## config.mk

```make
export PLATFORM = sky130hd
export DESIGN_NAME = auxdma_engine
export DESIGN_NICKNAME = d
export VERILOG_FILES = /design/src/rtl/auxdma_pkg.sv /design/src/rtl/auxdma_regs.sv /design/src/rtl/auxdma_span.sv /design/src/rtl/auxdma_seq.sv /design/src/rtl/auxdma_engine.sv
export SDC_FILE = /design/constraint.sdc
export NUM_CORES = 1
export LEC_CHECK = 0
export ABC_AREA = 1
export BUFFER_PORTS_ARGS = -buffer_cell sky130_fd_sc_hd__buf_2
export CAP_MARGIN = 20
export CELL_PAD_IN_SITES_DETAIL_PLACEMENT = 1
export CELL_PAD_IN_SITES_GLOBAL_PLACEMENT = 1
export CORE_UTILIZATION = 37
export DETAILED_ROUTE_END_ITERATION = 12
export MAX_ROUTING_LAYER = met4
export PLACE_DENSITY_LB_ADDON = 0.08
export SYNTH_ARGS = -nofsm -noshare
export SYNTH_HDL_FRONTEND = slang
export SYNTH_SLANG_ARGS = --single-unit
```

## constraint.sdc

```tcl
create_clock -name clk -period 2.3 [get_ports clk]
set_input_delay 0.115 -clock clk [delete_from_list [all_inputs] [get_ports clk]]
set_output_delay 0.115 -clock clk [all_outputs]
set_load 0.1 [all_outputs]
```

## src/rtl/auxdma_pkg.sv

```systemverilog
package auxdma_pkg;

  typedef enum logic [1:0] {
    ST_IDLE  = 2'd0,
    ST_READ  = 2'd1,
    ST_WRITE = 2'd2,
    ST_COPY2 = 2'd3
  } dma_state_t;

  localparam logic [2:0] SEL_MAIN_HI = 3'd0;
  localparam logic [2:0] SEL_MAIN_LO = 3'd1;
  localparam logic [2:0] SEL_AUX_HI  = 3'd2;
  localparam logic [2:0] SEL_AUX_LO  = 3'd3;
  localparam logic [2:0] SEL_LEN_HI  = 3'd4;
  localparam logic [2:0] SEL_LEN_LO  = 3'd5;
  localparam logic [2:0] SEL_MODE    = 3'd6;

  localparam logic [15:0] LOW_ALIGN_MASK = 16'hFFE0;
  localparam int          BEAT_BYTES     = 8;
  localparam int          BEAT_BITS      = BEAT_BYTES * 8;
  localparam logic [3:0]  DUP_MAP_MODE   = 4'd4;

  function automatic logic [BEAT_BITS-1:0] swap_beat(input logic [BEAT_BITS-1:0] d);
    logic [BEAT_BITS-1:0] r;
    for (int i = 0; i < BEAT_BYTES; i++) begin
      r[8*i +: 8] = d[8*(BEAT_BYTES-1-i) +: 8];
    end
    return r;
  endfunction

endpackage

```

## src/rtl/auxdma_regs.sv

```systemverilog
module auxdma_regs
  import auxdma_pkg::*;
#(
  parameter int WRAP_BITS = 26
) (
  input  logic        clk,
  input  logic        rst,
  input  logic        wr_en,
  input  logic [2:0]  wr_sel,
  input  logic [15:0] wr_data,
  input  logic [2:0]  rd_sel,
  output logic [15:0] rd_data,
  input  logic        busy,
  input  logic        adv_beat,
  input  logic        adv_skip,
  output logic [31:0] main_addr,
  output logic [31:0] aux_addr,
  output logic [30:0] xfer_len,
  output logic        xfer_dir,
  output logic [3:0]  map_mode,
  output logic        start
);

  localparam logic [31:0] WRAP_MASK = 32'((64'd1 << WRAP_BITS) - 64'd1);
  localparam logic [31:0] STEP      = 32'(BEAT_BYTES);

  logic [31:0] main_q, aux_q;
  logic [15:0] len_hi_q, len_lo_q;
  logic [3:0]  mode_q;
  logic        start_q;

  assign xfer_len  = {len_hi_q[14:0], len_lo_q};
  assign xfer_dir  = len_hi_q[15];
  assign main_addr = main_q;
  assign aux_addr  = aux_q;
  assign map_mode  = mode_q;
  assign start     = start_q;

  always_ff @(posedge clk) begin
    if (rst) begin
      main_q   <= '0;
      aux_q    <= '0;
      len_hi_q <= '0;
      len_lo_q <= '0;
      mode_q   <= '0;
      start_q  <= 1'b0;
    end else begin
      start_q <= 1'b0;
      if (wr_en && !busy) begin
        case (wr_sel)
          SEL_MAIN_HI: main_q[31:16] <= wr_data;
          SEL_MAIN_LO: main_q[15:0]  <= wr_data & LOW_ALIGN_MASK;
          SEL_AUX_HI:  aux_q[31:16]  <= wr_data;
          SEL_AUX_LO:  aux_q[15:0]   <= wr_data & LOW_ALIGN_MASK;
          SEL_LEN_HI:  len_hi_q      <= wr_data;
          SEL_LEN_LO: begin
            len_lo_q <= wr_data & LOW_ALIGN_MASK;
            main_q   <= main_q & WRAP_MASK;
            aux_q    <= aux_q & WRAP_MASK;
            start_q  <= 1'b1;
          end
          SEL_MODE:    mode_q <= wr_data[3:0];
          default: ;
        endcase
      end else if (adv_beat) begin
        main_q <= main_q + STEP;
        aux_q  <= aux_q + STEP;
        {len_hi_q[14:0], len_lo_q} <= xfer_len - 31'(BEAT_BYTES);
      end else if (adv_skip) begin
        main_q <= main_q + {1'b0, xfer_len};
        aux_q  <= aux_q + {1'b0, xfer_len};
        {len_hi_q[14:0], len_lo_q} <= '0;
      end
    end
  end

  always_comb begin
    case (rd_sel)
      SEL_MAIN_HI: rd_data = main_q[31:16];
      SEL_MAIN_LO: rd_data = main_q[15:0];
      SEL_AUX_HI:  rd_data = aux_q[31:16];
      SEL_AUX_LO:  rd_data = aux_q[15:0];
      SEL_LEN_HI:  rd_data = len_hi_q;
      SEL_LEN_LO:  rd_data = len_lo_q;
      SEL_MODE:    rd_data = {12'd0, mode_q};
      default:     rd_data = 16'd0;
    endcase
  end


  mode_hold_chk: assert property (@(posedge clk) disable iff (rst)
    (busy && wr_en) |=> $stable(mode_q));


  no_underflow_chk: assert property (@(posedge clk) disable iff (rst)
    adv_beat |-> (xfer_len >= 31'(BEAT_BYTES)));

endmodule

```

## src/rtl/auxdma_span.sv

```systemverilog
module auxdma_span
  import auxdma_pkg::*;
#(
  parameter int unsigned WRAP_BITS   = 26,
  parameter int unsigned AUX_BYTES   = 32'h0100_0000,
  parameter int unsigned BANK_OFFSET = 32'h0040_0000,
  localparam int AUX_AW = $clog2(AUX_BYTES)
) (
  input  logic [31:0]          main_addr,
  input  logic [31:0]          aux_addr,
  input  logic                 xfer_dir,
  input  logic [3:0]           map_mode,
  output logic [WRAP_BITS-1:0] main_port,
  output logic [AUX_AW-1:0]    aux_port,
  output logic [AUX_AW-1:0]    aux_dup,
  output logic                 beyond,
  output logic                 dup_needed
);

  assign main_port = main_addr[WRAP_BITS-1:0];
  assign aux_port  = aux_addr[AUX_AW-1:0];
  assign beyond    = ({1'b0, aux_addr} >= 33'(AUX_BYTES));

  generate
    if (BANK_OFFSET < AUX_BYTES) begin : g_dup
      assign aux_dup    = aux_port + AUX_AW'(BANK_OFFSET);
      assign dup_needed = (map_mode == DUP_MAP_MODE) && !xfer_dir &&
                          ({1'b0, aux_addr} < 33'(BANK_OFFSET));
    end else begin : g_nodup
      assign aux_dup    = aux_port;
      assign dup_needed = 1'b0;
    end
  endgenerate

endmodule

```

## src/rtl/auxdma_seq.sv

```systemverilog
module auxdma_seq
  import auxdma_pkg::*;
#(
  parameter int MAIN_AW = 26,
  parameter int AUX_AW  = 24
) (
  input  logic                 clk,
  input  logic                 rst,
  input  logic                 start,
  input  logic [30:0]          xfer_len,
  input  logic                 xfer_dir,
  input  logic                 beyond,
  input  logic                 dup_needed,
  input  logic [MAIN_AW-1:0]   main_port,
  input  logic [AUX_AW-1:0]    aux_port,
  input  logic [AUX_AW-1:0]    aux_dup,
  output logic                 mm_en,
  output logic                 mm_we,
  output logic [MAIN_AW-1:0]   mm_addr,
  output logic [BEAT_BITS-1:0] mm_wdata,
  input  logic [BEAT_BITS-1:0] mm_rdata,
  output logic                 ax_en,
  output logic                 ax_we,
  output logic [AUX_AW-1:0]    ax_addr,
  output logic [BEAT_BITS-1:0] ax_wdata,
  input  logic [BEAT_BITS-1:0] ax_rdata,
  output logic                 adv_beat,
  output logic                 adv_skip,
  output logic                 active,
  output logic                 done_irq
);

  dma_state_t state_q, state_d;
  logic                 zero_fill_q;
  logic [BEAT_BITS-1:0] beat_q;
  logic                 irq_q, irq_d;
  logic                 last_beat;

  assign last_beat = (xfer_len == 31'(BEAT_BYTES));
  assign active    = (state_q != ST_IDLE);
  assign done_irq  = irq_q;

  always_comb begin
    state_d  = state_q;
    irq_d    = 1'b0;
    adv_beat = 1'b0;
    adv_skip = 1'b0;
    mm_en    = 1'b0;
    mm_we    = 1'b0;
    mm_addr  = main_port;
    mm_wdata = '0;
    ax_en    = 1'b0;
    ax_we    = 1'b0;
    ax_addr  = aux_port;
    ax_wdata = '0;
    case (state_q)
      ST_IDLE: begin
        if (start) begin
          if (xfer_len == '0) begin
            irq_d = 1'b1;
          end else if (beyond && !xfer_dir) begin
            adv_skip = 1'b1;
            irq_d    = 1'b1;
          end else if (beyond) begin
            state_d = ST_WRITE;
          end else begin
            state_d = ST_READ;
          end
        end
      end
      ST_READ: begin
        if (xfer_dir) ax_en = 1'b1;
        else          mm_en = 1'b1;
        state_d = ST_WRITE;
      end
      ST_WRITE: begin
        if (xfer_dir) begin
          mm_en    = 1'b1;
          mm_we    = 1'b1;
          mm_wdata = zero_fill_q ? '0 : swap_beat(ax_rdata);
        end else begin
          ax_en    = 1'b1;
          ax_we    = 1'b1;
          ax_wdata = swap_beat(mm_rdata);
        end
        if (!xfer_dir && dup_needed) begin
          state_d = ST_COPY2;
        end else begin
          adv_beat = 1'b1;
          irq_d    = last_beat;
          state_d  = last_beat ? ST_IDLE : (zero_fill_q ? ST_WRITE : ST_READ);
        end
      end
      ST_COPY2: begin
        ax_en    = 1'b1;
        ax_we    = 1'b1;
        ax_addr  = aux_dup;
        ax_wdata = beat_q;
        adv_beat = 1'b1;
        irq_d    = last_beat;
        state_d  = last_beat ? ST_IDLE : ST_READ;
      end
      default: state_d = ST_IDLE;
    endcase
  end

  always_ff @(posedge clk) begin
    if (rst) begin
      state_q     <= ST_IDLE;
      zero_fill_q <= 1'b0;
      beat_q      <= '0;
      irq_q       <= 1'b0;
    end else begin
      state_q <= state_d;
      irq_q   <= irq_d;
      if (start) zero_fill_q <= beyond && xfer_dir;
      if (state_q == ST_WRITE) beat_q <= swap_beat(mm_rdata);
    end
  end


  fill_no_aux_chk: assert property (@(posedge clk) disable iff (rst)
    (active && zero_fill_q) |-> !ax_en);


  copy2_order_chk: assert property (@(posedge clk) disable iff (rst)
    (state_q == ST_COPY2) |-> ($past(state_q) == ST_WRITE));

endmodule

```

## src/rtl/auxdma_engine.sv

```systemverilog
module auxdma_engine
  import auxdma_pkg::*;
#(
  parameter int unsigned WRAP_BITS   = 26,
  parameter int unsigned AUX_BYTES   = 32'h0100_0000,
  parameter int unsigned BANK_OFFSET = 32'h0040_0000,
  localparam int AUX_AW = $clog2(AUX_BYTES)
) (
  input  logic                 clk,
  input  logic                 rst,
  input  logic                 reg_we,
  input  logic [2:0]           reg_sel,
  input  logic [15:0]          reg_wdata,
  output logic [15:0]          reg_rdata,
  output logic                 busy,
  output logic                 done_irq,
  output logic                 mm_en,
  output logic                 mm_we,
  output logic [WRAP_BITS-1:0] mm_addr,
  output logic [63:0]          mm_wdata,
  input  logic [63:0]          mm_rdata,
  output logic                 ax_en,
  output logic                 ax_we,
  output logic [AUX_AW-1:0]    ax_addr,
  output logic [63:0]          ax_wdata,
  input  logic [63:0]          ax_rdata
);

  logic [31:0]          main_addr, aux_addr;
  logic [30:0]          xfer_len;
  logic                 xfer_dir, start, adv_beat, adv_skip, active;
  logic [3:0]           map_mode;
  logic [WRAP_BITS-1:0] main_port;
  logic [AUX_AW-1:0]    aux_port, aux_dup;
  logic                 beyond, dup_needed;

  assign busy = start | active;

  auxdma_regs #(.WRAP_BITS(WRAP_BITS)) u_regs (
    .clk(clk), .rst(rst),
    .wr_en(reg_we), .wr_sel(reg_sel), .wr_data(reg_wdata),
    .rd_sel(reg_sel), .rd_data(reg_rdata),
    .busy(busy), .adv_beat(adv_beat), .adv_skip(adv_skip),
    .main_addr(main_addr), .aux_addr(aux_addr),
    .xfer_len(xfer_len), .xfer_dir(xfer_dir),
    .map_mode(map_mode), .start(start)
  );

  auxdma_span #(
    .WRAP_BITS(WRAP_BITS), .AUX_BYTES(AUX_BYTES), .BANK_OFFSET(BANK_OFFSET)
  ) u_span (
    .main_addr(main_addr), .aux_addr(aux_addr),
    .xfer_dir(xfer_dir), .map_mode(map_mode),
    .main_port(main_port), .aux_port(aux_port), .aux_dup(aux_dup),
    .beyond(beyond), .dup_needed(dup_needed)
  );

  auxdma_seq #(.MAIN_AW(WRAP_BITS), .AUX_AW(AUX_AW)) u_seq (
    .clk(clk), .rst(rst), .start(start),
    .xfer_len(xfer_len), .xfer_dir(xfer_dir),
    .beyond(beyond), .dup_needed(dup_needed),
    .main_port(main_port), .aux_port(aux_port), .aux_dup(aux_dup),
    .mm_en(mm_en), .mm_we(mm_we), .mm_addr(mm_addr),
    .mm_wdata(mm_wdata), .mm_rdata(mm_rdata),
    .ax_en(ax_en), .ax_we(ax_we), .ax_addr(ax_addr),
    .ax_wdata(ax_wdata), .ax_rdata(ax_rdata),
    .adv_beat(adv_beat), .adv_skip(adv_skip),
    .active(active), .done_irq(done_irq)
  );


  irq_busy_low_chk: assert property (@(posedge clk) disable iff (rst)
    done_irq |-> !busy);


  irq_single_chk: assert property (@(posedge clk) disable iff (rst)
    done_irq |=> !done_irq);


  irq_follows_busy_chk: assert property (@(posedge clk) disable iff (rst)
    done_irq |-> $past(busy));


  aux_write_dir_chk: assert property (@(posedge clk) disable iff (rst)
    (ax_en && ax_we) |-> !xfer_dir);


  main_write_dir_chk: assert property (@(posedge clk) disable iff (rst)
    (mm_en && mm_we) |-> xfer_dir);

endmodule

```

==> reports/qor.yml, run 1 <==
status: "aborted with a tool error"
failing_step: "global routing"
stop_error: "[ERROR GRT-0232] Routing congestion too high. Check the congestion heatmap in the GUI."
clockBufferDepth: 2
ys_seq_elements: 166
synth.distinct_cells: 48
dieWidth_um: 204.7
ys.flop_type: "dfxtp_1"
grt_usage: 0.8242
synth_top_area_frac: 0.2187
synth_area_um2: 15190
synth_common_cells: "nand2_1 (845), inv_1 (351), nor2_1 (331), a21oi_1 (240), o21ai_0 (177)"
port_buffers: 349
yosys.cell_count.top_type: "nand2_1"
placed_cell_area_um2: 22090
synth_edf_count: 0
gp_congestion: 1.048
grt_overflow: 212
cts_buffers: 17
ys_async_sr_fraction: 0
numPlacedInstances: 3710
yosys.area.top_type: "dfxtp_1"
synthCells: 2700
syn_area_per_cell_um2: 5.628
synth.net_count: 2912
grt_max_degree: 88
htree_num_levels: 4
clock-root-buffer: "clkbuf_16"
synth.area.top_cells: "dfxtp_1 (22%), nand2_1 (21%), inv_1 (8.7%)"
ys_seq_area_frac: 0.2187
start_util: 0.3789
die_y_um: 204.7
cts.sinks: 166
pin_count: 350
grt_antenna_before_repair: 43
crit_endpoint: "u_regs.main_addr[15]$_SDFFE_PP0P_/D"
hpwlAfterDp_um: 74190
yosysWarnings: 0
fp-row-count: 73
endpoint_type: "register input"
==> layer usage <==
layer  GRT overflow  track usage
met2            123       0.9558
met3             10       0.6674
met5              -            -
met4             71       0.8190
met1              8       0.8159
==> logic make-up after synthesis <==
group / share of synthesized area
adders and majority gates: 0.05105
AOI/OAI and AO/OA: 0.1810
buffers and inverters: 0.1397
DFF: 0.2187
xor gates and xnor gates: 0.02767
and+or+nand+nor: 0.3819
==> per-stage QoR <==
| step | setup TNS (ps) | setup slack (ps) | util |
|---|---|---|---|
| after CTS | -47.28 | -33.48 | 0.5848 |
| after detailed placement | -6089 | -221.8 | 0.5509 |
| after global placement | -1346 | -135.7 | 0.5509 |
| after floorplan | -24910 | -898.9 | - |
==> timing repair <==
item / in CTS
gates cloned: 2
gates resized for setup: 63
hold buffers: 48
buffers inserted: 7
endpoints found under the setup margin: 180
endpoints found under the hold margin: 48
==> run 2: changes to the inputs <==
--- a/config.mk
+++ b/config.mk
@@ -8,12 +8,9 @@
 export ABC_AREA = 1
 export BUFFER_PORTS_ARGS = -buffer_cell sky130_fd_sc_hd__buf_2
 export CAP_MARGIN = 20
-export CELL_PAD_IN_SITES_DETAIL_PLACEMENT = 1
-export CELL_PAD_IN_SITES_GLOBAL_PLACEMENT = 1
-export CORE_UTILIZATION = 37
+export CORE_UTILIZATION = 30
 export DETAILED_ROUTE_END_ITERATION = 12
-export MAX_ROUTING_LAYER = met4
-export PLACE_DENSITY_LB_ADDON = 0.08
+export PLACE_DENSITY_LB_ADDON = 0.15
 export SYNTH_ARGS = -nofsm -noshare
 export SYNTH_HDL_FRONTEND = slang
 export SYNTH_SLANG_ARGS = --single-unit
==> run 2 against run 1 <==
  * The flow now finishes, with violations (setup timing)
  * Synthesized cell count stayed put
  * Synthesized area stayed put
==> reports/qor.yml, run 2 <==
cp_num_buf_inv: 4
crit_arrival_ps: 2200
synth.area.top_cells: "dfxtp_1 (22%), nand2_1 (21%), inv_1 (8.7%)"  # unchanged
clock_latency_ps: 500
violations: "setup timing"
cts.sinks: 166  # unchanged
fmax_ghz: 0.4316
setup-tns-final_ps: -22.37
crit_slowest_cell: "o21ai_0"
critical_path.max_stage_delay_ps: 580
via_per_inst: 5.171
wl_per_cell_um: 21.70
p_total_mw: 10.97
grt_pass1_wl_um: 123400
yosys.area.top_type: "dfxtp_1"  # unchanged
finClkSkew_ps: 12.87
p_leak_nw: 11.56
gp_congestion: 1.022  # was 1.048
ys_seq_elements: 166  # unchanged
worst_pin_slew_ps: 734.6
cp.required_ps: 2180
start_util: 0.3035  # was 0.3789
clockBufferDepth: 2  # unchanged
dr.max_layer_used: "met5"
pin_count: 350  # unchanged
tritoncts: "done"
grt_overflow: 0
fp-row-count: 82  # was 73
hpwlAfterDp_um: 68770  # was 74190 µm
dieArea_um2: 51550
status: "complete, but fails checks"  # was aborted with a tool error
min_path_type: "in2reg"
grt_max_degree: 88
grt_usage: 0.3259
clkTransAtPathRegs_ps: 80
largest-register: "u_seq.beat_q"
period_needed_ps: 2317
synth_edf_count: 0  # unchanged
die_y_um: 227.1  # was 204.7 µm
crit_path_cell_trace: "buf_2 > inv_1 > nor3_1 > inv_1 > o21ai_0 > a221oi_2 > o221ai_2 > buf_12"
final_max_slew_viol_count: 0
wl_met2_um: 39030
ant_nets: 0
wl_met1_um: 36440
rsz0062_at_grt: "true"
worst_slack_ps: -17.00
startpoint_type: "input port"
first_global_vias: 19350
nets: 3532
final_common_cell: "nand2_1"
dieWidth_um: 227.1  # was 204.7 µm
synth_area_um2: 15190  # unchanged
fin_crit_sh: 1.007
route.met3.wl_um: 7493
synth_common_cells: "nand2_1 (845), inv_1 (351), nor2_1 (331), a21oi_1 (240), o21ai_0 (177)"  # unchanged
vias: 20720
yosysWarnings: 0  # unchanged
maxCapViolations: 0
cpLargestDelayFamily: "compound AO/OA/AOI/OAI gates"
cts_buffers: 17  # unchanged
power_density_nw_per_um2: 444.5
layout.cells.non_filler: 4006
synth_top_area_frac: 0.2187  # unchanged
hold_violations: 0
port_buffers: 349  # unchanged
core_um2: 50070
ys.flop_type: "dfxtp_1"  # unchanged
ys_async_sr_fraction: 0  # unchanged
finalSetupViolCount: 2
ys_seq_area_frac: 0.2187  # unchanged
synth.net_count: 2912  # unchanged
critPathMaxFanout: 5
htree_num_levels: 4  # unchanged
drtPass1Iterations: 6
syn_area_per_cell_um2: 5.628  # unchanged
drive_above_1_share: 0.2980
maxSlewHeadroom: 0.5103
area_growth_pct: 62.45
drtIter0Drc: 2240
path_class: "in2out"
irDropWorstVdd_mv: 0.5972
largest_register_ffs: 64
cp_common_cell: "inv_1"
numPlacedInstances: 3881  # was 3710
drt_wl_total_um: 86910
grt_antenna_before_repair: 2
clock-root-buffer: "clkbuf_16"  # unchanged
final_cell_mix: "nand2_1 (826), inv_1 (342), buf_4 (287)"
drc: 0
synth.distinct_cells: 48  # unchanged
synthCells: 2700  # unchanged
yosys.cell_count.top_type: "nand2_1"  # unchanged
cp-end-kind: "output pin"
==> run 2: final timing paths <==
check                                   startpoint                  to  slack (ps)  cells past startpoint
worst min register to register     u_seq.beat_q[4]     u_seq.beat_q[4]         460                      2
worst min-delay path                  reg_wdata[4]  u_regs.len_hi_q[4]          40                      5
worst max-delay path                    reg_sel[1]        reg_rdata[6]         -20                      8
worst max register to register  u_regs.len_hi_q[1]  u_regs.len_hi_q[6]          40                     14
==> run 2: cell families after synthesis <==
logic type	after synthesis	synth area share
adder cells (fa/ha/maj)	62	0.05105
AO/OA/AOI/OAI	502	0.1810
AND/OR/NAND/NOR	1422	0.3819
buffers and inverters	500	0.1397
XOR/XNOR	48	0.02767
flip-flops	166	0.2187
==> run 2: layout make-up <==
cell class,count,area [µm²]
Clock buffer,19,452.9
Sequential cell,166,3372
Fill cell,5207,25380
Timing Repair Buffer,739,7430
Timing Repair inverter,1,7.507
Antenna cell,2,5.005
Multi-Input combinational cell,2034,11040
Tap cell,672,840.8
Clock inverter,12,161.4
Inverter,361,1374
==> run 2: layer usage <==
| layer | vias up | global-route usage |
|---|---|---|
| met5 | - | 0 |
| met4 | 2 | 0.1377 |
| met3 | 152 | 0.06531 |
| met2 | 967 | 0.5109 |
| met1 | 9731 | 0.4331 |
| li1 | 9863 | - |
==> run 2: repair_timing <==
action	in CTS	in global routing
hold buffers	66	0
resized for setup	41	194
hold endpoints to repair	67	0
gates cloned	0	5
setup endpoints to repair	108	118
pin swaps	0	12
setup buffers	2	19
==> run 2: power breakdown <==
group | internal (mW) | switching, mW | total [mW] | leakage [nW]
combinational | 1.56 | 3.00 | 4.56 | 9.90
clock | 1.69 | 1.50 | 3.20 | 0.299
sequential | 3.02 | 0.195 | 3.22 | 1.37
total | 6.27 | 4.70 | 11.0 | 11.6
==> run 2: worst register-to-register path: cells and delay by family (launching register included) <==
kind / cells / cell delay (ps)
AND/OR/NAND/NOR: 8 / 870
AO/OA/AOI/OAI: 2 / 180
flip-flops: 1 / 380
buffers and inverters: 4 / 720
==> run 2: metrics by stage <==
stage	utilization	hold WS [ps]	worst slack [ps]	cell area [µm²]
final	0.4930	44.88	-17.00	24680
after CTS	0.4761	9.928	-22.21	23840
after floorplan	-	280.4	-898.9	15920
after global placement	0.4471	388.3	-152.0	22390
after global routing	0.4929	46.46	-63.70	24680
after detailed placement	0.4471	393.3	-166.3	22390
Power figures use the tool's default switching activity.
==> run 3: changes to the inputs <==
--- a/config.mk
+++ b/config.mk
@@ -8,6 +8,7 @@
 export ABC_AREA = 1
 export BUFFER_PORTS_ARGS = -buffer_cell sky130_fd_sc_hd__buf_2
 export CAP_MARGIN = 20
+export CORE_MARGIN = 2
 export CORE_UTILIZATION = 30
 export DETAILED_ROUTE_END_ITERATION = 12
 export PLACE_DENSITY_LB_ADDON = 0.15
==> constraint.sdc (replaced) <==
create_clock -name clk -period 2.6 [get_ports clk]
set_input_delay 0.13 -clock clk [delete_from_list [all_inputs] [get_ports clk]]
set_output_delay 0.13 -clock clk [all_outputs]
set_load 0.1 [all_outputs]
==> run 3 against run 2 <==
  * The run now ends clean
  * Clock skew is 16 ps higher
  * Worst setup slack better by 100 ps
  * Die area is 1.8% higher
  * Global-route usage is 2.4 points lower
  * Via count is 3.5% lower
  * Clock power is 17% lower
  * Design area is 12% lower
  * Worst hold slack better by 67 ps
  * Utilization is 6.0 points lower
  * Total power is 17% lower
  * Count of clock-buffer cells in the layout stayed put
  * Largest cell class unchanged
  * Highest routed layer unchanged
==> reports/qor.yml, run 3 (synthesis gave the netlist of run 2 again) <==
drtPass1Iterations: 5  # was 6
nets: 3388  # was 3532
cp-end-kind: "output pin"  # unchanged
hold_violations: 0  # unchanged
grt_max_degree: 88  # unchanged
grt_overflow: 0  # unchanged
status: "finished clean"  # was complete, but fails checks
multiInputGateArea_um2: 10400  # was 11040 µm²
maxCapViolations: 0  # unchanged
grt_pass1_wl_um: 119400  # was 123400 µm
nFillCells: 5502  # was 5207
power_density_nw_per_um2: 417.6  # was 444.5 nW/µm²
p_sw_mw: 3.984  # was 4.699 mW
period_needed_ps: 2514
seqCellArea_um2: 3339  # was 3372 µm²
port_buffers: 349  # unchanged
critPathMaxFanout: 5  # unchanged
path_class: "reg2out"  # was in2out
cts.sinks: 166  # unchanged
startpoint_type: "flop"  # was input port
worst_slack_ps: 86.27  # was -17.00 ps
die_y_um: 229.1  # was 227.1 µm
gr-usage-met3: 0.05167  # was 0.06531
min_path_type: "in2reg"  # unchanged
setup-tns-final_ps: 0  # was -22.37 ps
via_per_inst: 5.174  # was 5.171
p_leak_nw: 10.47  # was 11.56 nW
power_frac_seq: 0.320  # was 0.293
irDropWorstVdd_mv: 0.4995  # was 0.5972 mV
largest_register_ffs: 64  # unchanged
worst_pin_slew_ps: 1051  # was 734.6 ps
ant_nets: 0  # unchanged
hpwlAfterDp_um: 65790  # was 68770 µm
drtIter0Drc: 1906  # was 2240
clock_latency_ps: 470  # was 500 ps
cts_buffers: 17  # unchanged
first_global_vias: 18790  # was 19350
dieWidth_um: 229.1  # was 227.1 µm
p_clk_frac: 0.293  # was 0.291
gp_congestion: 1.040  # was 1.022
area_growth_pct: 42.83  # was 62.45%
final_common_cell: "nand2_1"  # unchanged
tritoncts: "done"  # unchanged
vias: 19990  # was 20720
crit_arrival_ps: 2380  # was 2200 ps
grt_usage: 0.3023  # was 0.3259
final_max_slew_viol_count: 0  # unchanged
busiest_layer: "met2"  # unchanged
numPlacedInstances: 3756  # was 3881
fin_crit_sh: 0.9668
dieArea_um2: 52460  # was 51550 µm²
core_um2: 50070  # unchanged
largest-register: "u_seq.beat_q"  # unchanged
drc: 0  # unchanged
final_cell_mix: "nand2_1 (843), inv_1 (349), nor2_1 (264)"  # was nand2_1 (826), inv_1 (342), buf_4 (287)
cp.required_ps: 2470  # was 2180 ps
finalSetupViolCount: 0  # was 2
maxSlewHeadroom: 0.2993  # was 0.5103
combPwrFrac: 0.388  # was 0.416
fp-row-count: 82  # unchanged
use_met1: 0.4111  # was 0.4331
intPower_mw: 5.078  # was 6.273 mW
pre_cts_slack_ps: 67.61  # was -166.3 ps
fmax_ghz: 0.3978
switching_share: 0.4396  # was 0.4282
drive_above_1_share: 0.2267  # was 0.2980
finClkSkew_ps: 28.47  # was 12.87 ps
pin_count: 350  # unchanged
start_util: 0.3035  # unchanged
clockBufferDepth: 2  # unchanged
met2_usage: 0.4685  # was 0.5109
grt_antenna_before_repair: 4  # was 2
clkTransAtPathRegs_ps: 70  # was 80 ps
htree_num_levels: 4  # unchanged
wl_per_cell_um: 21.41  # was 21.70 µm
layout.cells.non_filler: 3863  # was 4006
drt_wl_total_um: 82730  # was 86910 µm
clock-root-buffer: "clkbuf_16"  # unchanged
-- run 3: changes by cell type in the layout (fill, tap and decap cells not counted), sizes merged --
| cell | before | now |
|---|---|---|
| buf | 669 | 518 |
| clkbuf | 23 | 30 |
| bufinv | 2 | 0 |
| clkinv | 4 | 6 |
| nand2 | 854 | 855 |
-- run 3: power by group through the flow --
stage / Sequential (mW) / Clock [mW] / Combinational [mW]
floorplan: 2.88 / 0 / 2.15
global placement: 2.94 / 0 / 3.35
detailed placement: 2.94 / 0 / 3.35
CTS: 2.88 / 2.67 / 3.44
global route: 2.90 / 2.76 / 3.74
finish: 2.90 / 2.65 / 3.51
-- run 3: routing by layer --
metal	share of wire	routed length [µm]	vias up
met5	0.00027	22	-
met4	0.046	3826	4
met3	0.085	7015	162
met2	0.44	36080	907
met1	0.43	35780	9366
li1	-	-	9548
-- run 3: what timing repair did --
item | 4_1_cts | 5_1_grt
gates resized for setup | 1 | 30
hold buffers | 66 | 0
cloned | 0 | 2
hold endpoints to repair | 66 | 0
pin swaps | 0 | 3
endpoints found under the setup margin | 30 | 79
setup buffers | 0 | 5
-- run 3: layout make-up --
type                            instances  area share
Antenna cell                            2   0.0002306
Clock buffer                           19     0.02087
Clock inverter                         13    0.006169
Inverter                              361     0.06284
Multi-Input combinational cell       2035      0.4793
Sequential cell                       166      0.1539
Tap cell                              672     0.03874
Timing Repair Buffer                  595      0.2380
-- run 3: final timing paths --
kind	from	slack (ps)	depth (start not counted)	end
worst max-delay path	u_regs.len_hi_q[4]	90	7	reg_rdata[4]
worst min-delay path	reg_wdata[0]	110	3	u_regs.map_mode[0]
worst max register to register	u_regs.len_hi_q[3]	130	12	u_regs.main_addr[27]
worst min register to register	u_seq.beat_q[52]	460	2	u_seq.beat_q[52]
-- run 3: stage by stage --
| stage | hold slack, ps | area [µm²] | utilization | total power, mW |
|---|---|---|---|---|
| after floorplan | 295.4 | 15800 | - | 5.033 |
| after detailed placement | 411.1 | 20310 | 0.4056 | 6.286 |
| after CTS | 86.29 | 21560 | 0.4306 | 8.986 |
| final | 112.3 | 21700 | 0.4335 | 9.062 |
| after global routing | 144.7 | 21700 | 0.4334 | 9.401 |
| after global placement | 403.0 | 20310 | 0.4056 | 6.284 |
-- run 3: critical path, stage by stage, from the launching register on --
cell and delay (ps):
dfxtp_1 300, buf_4 170, buf_4 160, inv_1 120, o221ai_1 220, a221oi_1 420, o21ai_1 290, buf_12 250
